==> config.mk <==
export PLATFORM = sky130hd
export DESIGN_NAME = jdc_counter
export DESIGN_NICKNAME = d
export VERILOG_FILES = /design/src/rtl/jdc_pkg.sv /design/src/rtl/jdc_edge_sync.sv /design/src/rtl/jdc_rst_hold.sv /design/src/rtl/jdc_ring.sv /design/src/rtl/jdc_decode.sv /design/src/rtl/jdc_counter.sv
export SDC_FILE = /design/constraint.sdc
export NUM_CORES = 1
export LEC_CHECK = 0
export BUFFER_PORTS_ARGS = -buffer_cell sky130_fd_sc_hd__buf_2
export CAP_MARGIN = 0
export CORE_UTILIZATION = 34
export CTS_CLUSTER_DIAMETER = 100
export DETAILED_ROUTE_END_ITERATION = 10
export PLACE_DENSITY = 0.58
export SKIP_LAST_GASP = 1
export SYNTH_ARGS = -nofsm -noshare
export SYNTH_HDL_FRONTEND = slang
export SYNTH_SLANG_ARGS = --single-unit
==> constraint.sdc <==
create_clock -name clk -period 1.21 [get_ports clk]
set_input_delay 0.363 -clock clk [delete_from_list [all_inputs] [get_ports clk]]
set_output_delay 0.363 -clock clk [all_outputs]
set_load 0.01 [all_outputs]
==> src/rtl/jdc_pkg.sv <==
package jdc_pkg;

    localparam int unsigned RING_W_DEF = 5;
    localparam int unsigned SYNC_N_DEF = 2;
    localparam int unsigned HOLD_N_DEF = 2;

    // Sampled view of the two count inputs, this cycle and the one before.
    typedef struct packed {
        logic p_now;
        logic p_was;
        logic n_now;
        logic n_was;
    } tick_view_t;

    // Which of the two qualifying edge cases is present.
    typedef struct packed {
        logic by_rise;
        logic by_fall;
    } tick_hit_t;

    function automatic tick_hit_t classify(input tick_view_t v);
        tick_hit_t h;
        h.by_rise = v.p_now & ~v.p_was & ~v.n_now;
        h.by_fall = v.n_was & ~v.n_now & v.p_now;
        return h;
    endfunction

endpackage

==> src/rtl/jdc_edge_sync.sv <==
module jdc_edge_sync #(
    parameter int unsigned SYNC_N = jdc_pkg::SYNC_N_DEF
) (
    input  logic clk,
    input  logic tick_p_i,
    input  logic tick_n_i,
    output logic adv_o
);
    import jdc_pkg::*;

    localparam int unsigned TOP = SYNC_N - 1;

    logic [SYNC_N-1:0] p_pipe;
    logic [SYNC_N-1:0] n_pipe;
    logic              p_old;
    logic              n_old;
    tick_view_t        view;
    tick_hit_t         hit;

    always_ff @(posedge clk) begin
        p_pipe <= {p_pipe[SYNC_N-2:0], tick_p_i};
        n_pipe <= {n_pipe[SYNC_N-2:0], tick_n_i};
        p_old  <= p_pipe[TOP];
        n_old  <= n_pipe[TOP];
    end

    always_comb begin
        view.p_now = p_pipe[TOP];
        view.p_was = p_old;
        view.n_now = n_pipe[TOP];
        view.n_was = n_old;
        hit        = classify(view);
        adv_o      = hit.by_rise | hit.by_fall;
    end

endmodule

==> src/rtl/jdc_rst_hold.sv <==
module jdc_rst_hold #(
    parameter int unsigned HOLD_N = jdc_pkg::HOLD_N_DEF
) (
    input  logic clk,
    input  logic mr_i,
    output logic hold_o
);
    logic [HOLD_N-1:0] chain;

    always_ff @(posedge clk or posedge mr_i) begin
        if (mr_i) chain <= '1;
        else      chain <= {chain[HOLD_N-2:0], 1'b0};
    end

    assign hold_o = chain[HOLD_N-1];

endmodule

==> src/rtl/jdc_ring.sv <==
module jdc_ring #(
    parameter int unsigned W = jdc_pkg::RING_W_DEF
) (
    input  logic         clk,
    input  logic         mr_i,
    input  logic         hold_i,
    input  logic         seed_we_i,
    input  logic [W-1:0] seed_i,
    input  logic         adv_i,
    output logic [W-1:0] ring_o
);
    logic [W-1:0] ring_q;
    logic [W-1:0] ring_nx;

    // Twisted shift: stage 0 takes the inverted top stage, others shift up.
    assign ring_nx[0] = ~ring_q[W-1];

    for (genvar i = 1; i < W; i++) begin : g_shift
        if (i == 2) begin : g_steer
            // A lone one in stage 1 with zeros on both sides never occurs in
            // the legal cycle; dropping it folds the stray loops into it.
            assign ring_nx[i] = ring_q[1] & (ring_q[0] | ring_q[2]);
        end else begin : g_plain
            assign ring_nx[i] = ring_q[i-1];
        end
    end

    always_ff @(posedge clk or posedge mr_i) begin
        if (mr_i)           ring_q <= '0;
        else if (hold_i)    ring_q <= '0;
        else if (seed_we_i) ring_q <= seed_i;
        else if (adv_i)     ring_q <= ring_nx;
    end

    assign ring_o = ring_q;

endmodule

==> src/rtl/jdc_decode.sv <==
module jdc_decode #(
    parameter int unsigned W = jdc_pkg::RING_W_DEF
) (
    input  logic [W-1:0]   ring_i,
    output logic [2*W-1:0] dec_o,
    output logic           carry_n_o
);
    // Each line looks at one pair of neighbouring stages; only one stage
    // changes per step, so no line can pulse between two counts.
    for (genvar k = 0; k < W; k++) begin : g_lo
        if (k == 0) begin : g_first
            assign dec_o[0] = ~ring_i[W-1] & ~ring_i[0];
        end else begin : g_mid
            assign dec_o[k] = ring_i[k-1] & ~ring_i[k];
        end
    end

    for (genvar k = 0; k < W; k++) begin : g_hi
        if (k == 0) begin : g_first
            assign dec_o[W] = ring_i[W-1] & ring_i[0];
        end else begin : g_mid
            assign dec_o[W+k] = ~ring_i[k-1] & ring_i[k];
        end
    end

    assign carry_n_o = ~ring_i[W-1];

endmodule

==> src/rtl/jdc_counter.sv <==
module jdc_counter #(
    parameter int unsigned W      = jdc_pkg::RING_W_DEF,
    parameter int unsigned SYNC_N = jdc_pkg::SYNC_N_DEF,
    parameter int unsigned HOLD_N = jdc_pkg::HOLD_N_DEF
) (
    input  logic           clk,
    input  logic           mr_i,
    input  logic           tick_p_i,
    input  logic           tick_n_i,
    input  logic           seed_we_i,
    input  logic [W-1:0]   seed_i,
    output logic [2*W-1:0] dec_o,
    output logic           carry_n_o
);
    logic         adv;
    logic         hold;
    logic [W-1:0] ring;

    jdc_edge_sync #(.SYNC_N(SYNC_N)) u_sync (
        .clk      (clk),
        .tick_p_i (tick_p_i),
        .tick_n_i (tick_n_i),
        .adv_o    (adv)
    );

    jdc_rst_hold #(.HOLD_N(HOLD_N)) u_hold (
        .clk    (clk),
        .mr_i   (mr_i),
        .hold_o (hold)
    );

    jdc_ring #(.W(W)) u_ring (
        .clk       (clk),
        .mr_i      (mr_i),
        .hold_i    (hold),
        .seed_we_i (seed_we_i),
        .seed_i    (seed_i),
        .adv_i     (adv),
        .ring_o    (ring)
    );

    jdc_decode #(.W(W)) u_dec (
        .ring_i    (ring),
        .dec_o     (dec_o),
        .carry_n_o (carry_n_o)
    );

endmodule

# Yosys cells after proc, flatten, opt, wreduce, memory -nomap -nowiden
# Index checks and enable logic that the tools add are counted.
# Widths: inputs -> output; s select.
[classes]
n_addsub = 0
mul = 0
div = 0
order_cmp = 0
n_eq_ne = 0
n_shift = 0
mux = 3
bitwise_logic = 24
reduce_logical = 1
[op_table]
columns = ["operator", "n"]
rows = [
  ["$and 1x1->1", 15],
  ["$mux 5", 3],
  ["$not 1->1", 7],
  ["$reduce_bool 3->1", 1],
  ["$or 1x1->1", 2],
]
[word_totals]
reg_bits = 13
latch_bits = 0
ramBits = 0
rom_bits = 0
inputBits = 10
out_inout_bits = 11
word_cells = 34
n_memories = 0

# Depth between registers and ports, before layout
[depth]
word_depth = 7
mapped_depth = 4
depth_no_buf = 3

# Cells and area by module
# A second synthesis with hierarchy kept.
[unflattened]
hier_cells = 48
area_unflattened_um2 = 559.3
[by_module_without_submodules]
columns = ["module", "instances", "cells_per_inst", "area_per_inst_um2", "seq_area_each_um2"]
rows = [
  ["jdc_ring", 1, 25, 284.0, 125.1],
  ["jdc_edge_sync", 1, 8, 146.4, 120.1],
  ["jdc_decode", 1, 11, 68.8, 0.0],
  ["jdc_rst_hold", 1, 4, 60.1, 52.6],
]

# Worst setup path before layout
# Ideal clock, no wire load.
[synth_path]
path_type = "input -> register"
start = "input port seed_we_i"
end = "register u_ring.ring_q[0], in the netlist u_ring.ring_o[0]"
setup_time_ps = 125
arrival_time_ps = 1224
t_required_ps = 1085
slack_ps = -139
cell_stages = 4
n_path_buf = 1
cell_sequence = "buf_6 -> or2_4 -> a31o_4 -> mux2_4"
[synth_via]
elab_chain_cells = 2
word_cells_on_any_way = 3
classes_between = "mux: 2; reduce/logical: 1"
[synth_rtl]
columns = ["item", "line_no", "text"]
rows = [
  ["from (decl)", "jdc_counter.sv:10", "input logic seed_we_i,"],
  ["$mux 5", "jdc_ring.sv:31", "else if (seed_we_i) ring_q <= seed_i;"],
  ["$mux 5", "jdc_ring.sv:30", "else if (hold_i) ring_q <= '0;"],
  ["to (signal assigned)", "jdc_ring.sv:31", ""],
  ["to (signal assigned)", "jdc_ring.sv:32", "else if (adv_i) ring_q <= ring_nx;"],
  ["to (decl)", "jdc_ring.sv:12", "logic [W-1:0] ring_q;"],
]
# Parallel ways exist; a longest one is shown, timed or not.
# A chain may end at the register's enable or synchronous reset.

# Final worst setup path
[layout_path]
start = "register u_ring.ring_q[0], in the netlist u_ring.ring_o[0]"
end = "output port dec_o[5]"
[layout_via]
elab_chain_cells = 1
[layout_rtl]
columns = ["item", "line_no", "text"]
rows = [
  ["$and 1x1->1", "jdc_decode.sv:20", "assign dec_o[W] = ring_i[W-1] & ring_i[0];"],
  ["to (decl)", "jdc_counter.sv:12", "output logic [2*W-1:0] dec_o,"],
]
# Every way passes these cells.

==> reports/results.txt <==
Vias in the first global route = 397
DP Cell Count = 88
Peak supply drop = 0.7962 mV
Routed via count = 433
CTS max path bufs = 2
Crit path arrival time = 1.00 ns
Worst r2r src = u_hold.chain[1]
Setup_tns = -1.551 ns
CTS H-Tree Depth = 1
Max incr delay on CP = 0.43 ns
Worst path cell trace = and2_1 > buf_2
Crit end category = output port
Pins Over Slew Limit = 0
Total routed wirelength = 1.054 mm
Clock sinks = 13
Met2 Resource Use GR = 23.03%
Seq/Total Area, Yosys = 52.19%
Share of cells above drive strength 1 = 57.50%
Synth cell types = 22
First-pass GRT wire length = 1.718 mm
Final Skew = 0.008525 ns
Mapped Cells = 51
Hold WS = -0.001465 ns
Initial DRC Count = 2
Cts hold-fix bufs = 0
Period utilization = 112.8%
Final setup viols = 15
Port buffer count = 20
Lkg Pwr = 0.4018 nW
Routing usage on met1 = 13.40%
Pwr per Cell Area = 1222 nW/µm²
TritonCTS clock tree = built
Setup WS post-layout = -0.1549 ns
Antenna violations before repair = 0
Max Fanout on Critical Path = 6
Met3 Resource Use GR = 8.085%
WL per Instance = 10.98 µm
Clock root buffer = clkbuf_4
Synthesized cell area = 570.5 µm²
Violated checks = hold timing, setup timing
Drc violations = 0
Layout Nets = 91
Worst-path clk slew = 0.08 ns
Io pins = 21
Global route total overflow = 0
Synth top area cells = dfrtp_1 22%, dfxtp_1 21%, mux2_4 11%
CTS buffer count = 3
Req. time, crit path = 0.85 ns
Die Area = 1846 µm²
DRT antenna net count = 0
HP Class = input pin to async pin
Vias per std cell = 4.510
Dominant cell type by area after synthesis = dfrtp_1
Post-synth net total = 61
Clock latency on the worst-skew pair = 0.28 ns
Crit. Startpoint = u_ring.ring_o[0]
Finished Layout Cells = 96
Status = complete, but fails checks
Avg Cell Area, Syn = 11.19 µm²
Initial Util = 37.01%
Min cycle time layout = 1.365 ns
Fillers = 159
Maximum clock rate = 0.7327 GHz
Diodes inserted = 0
Die Ht = 42.97 µm
Register area = 301.5 µm²
Area Growth Syn to Fin = 33.33%
Yosys Warn Count = 0
Kind of critical path = flip-flop to output port
Share of the synthesized area in the top cell type = 21.93%
# Max-Cap Violations = 0
Post-placement worst setup slack = -0.1472 ns
Core Region = 1541 µm²
Critical Path Start Type = flip-flop
Drt pass-1 iters = 3
Placer Congestion = 0.6941
Final hold vios = 5
Register bit count reported by yosys = 13
Most used routing layer = met2
Crit-path slowest cell = dfrtp_1
Final Util = 49.35%
Global Route Usage Sum = 13.59%
Multi-input gate area = 251.5 µm²
Largest net degree at the start of global routing = 9
Die width = 42.97 µm
Unrepaired setup endpoints after global routing = true
Cell Rows = 14
[power breakdown]
group / switching, mW / leakage (nW) / internal, mW
clock network: 0.144 / 0.0177 / 0.122
registers: 0.0267 / 0.133 / 0.463
logic: 0.0748 / 0.251 / 0.0986
total: 0.245 / 0.402 / 0.685
[synth_stat cells]
cell type	count
or2_2	1
nor2_1	7
nor2b_1	5
dfrtp_1	5
a21oi_1	1
o21a_1	1
o21ai_0	1
or2_4	1
dfstp_2	2
nand2b_1	1
dfxtp_1	6
mux2i_1	3
mux2_4	4
a31oi_1	1
a311o_2	1
conb_1	1
nand2_1	2
a31o_4	1
and2_1	1
inv_1	4
buf_6	1
o31ai_1	1
[cell usage in the layout, fill, tap and decap left out, types with 3 or more instances in the layout]
cell type  instances
buf_2             20
buf_4              6
clkbuf_4           3
dfrtp_2            3
dfxtp_1            6
inv_1              3
mux2_4             4
mux2i_1            3
nor2_1             5
nor2b_1            5
[critical path: cells and delay by family (launching register included)]
kind / cells / cell delay, ns
flip-flops: 1 / 0.43
AND/OR/NAND/NOR: 1 / 0.17
buffers and inverters: 1 / 0.13
[state kept, by name, indices dropped and copies added (netlist names)]
signal and cells:
u_sync.p_old 1, u_hold.chain 2, u_sync.n_old 1, u_sync.n_pipe 2, u_sync.p_pipe 2, u_ring.ring_o 5
[final timing paths]
check / cells after the start / endpoint / slack [ns]
max: 2 / dec_o[5] / -0.15
min: 2 / u_ring.ring_o[4] / -0.001
min in group clk: 1 / u_sync.n_pipe[0] / 0.19
min reg2reg: 0 / u_sync.n_pipe[1] / 0.33
max reg2reg: 3 / u_ring.ring_o[3] / -0.02
max in group asynchronous: 2 / u_hold.chain[1] / 0.93
[final cells by class]
class,count,share of cell area [%]
Timing Repair Buffer,26,19.08
Inverter,4,1.974
Tap cell,16,2.632
Multi-Input combinational cell,33,33.06
Clock buffer,3,2.961
Clock inverter,1,0.6579
Sequential cell,13,39.64
[through the flow]
stage	hold slack (ns)	area [µm²]	total power [mW]
2_1_floorplan	0.1649	574.3	0.5932
4_1_cts	0.001047	745.7	0.9385
5_1_grt	0.008268	760.7	0.9862
3_5_place_dp	0.3097	694.4	0.6531
6_report	-0.001465	760.7	0.9299
3_3_place_gp	0.2959	694.4	0.6518
[cells by family (layout without fill, tap and decap cells)]
family / Yosys count / after routing / synth area share, %
multiplexers: 7 / 7 / 15.79
buffers and inverters: 5 / 34 / 4.604
AND/OR/NAND/NOR: 18 / 18 / 16.23
flip-flops: 13 / 13 / 52.19
AO/OA/AOI/OAI: 7 / 7 / 10.53
other: 1 / 1 / 0.6573
[per-layer routing]
layer	vias to the layer above	part of all wire [%]
met5	-	0
met4	0	1.3
met3	2	4.8
met2	13	51
met1	192	42
li1	226	-
[timing repair]
item / 4_1_cts / 5_1_grt
buffers inserted: 3 / 1
pin swaps: 4 / 1
gates resized for setup: 2 / 4
endpoints found under the setup margin: 15 / 16
Note: power is estimated with default switching activity, not from simulation.
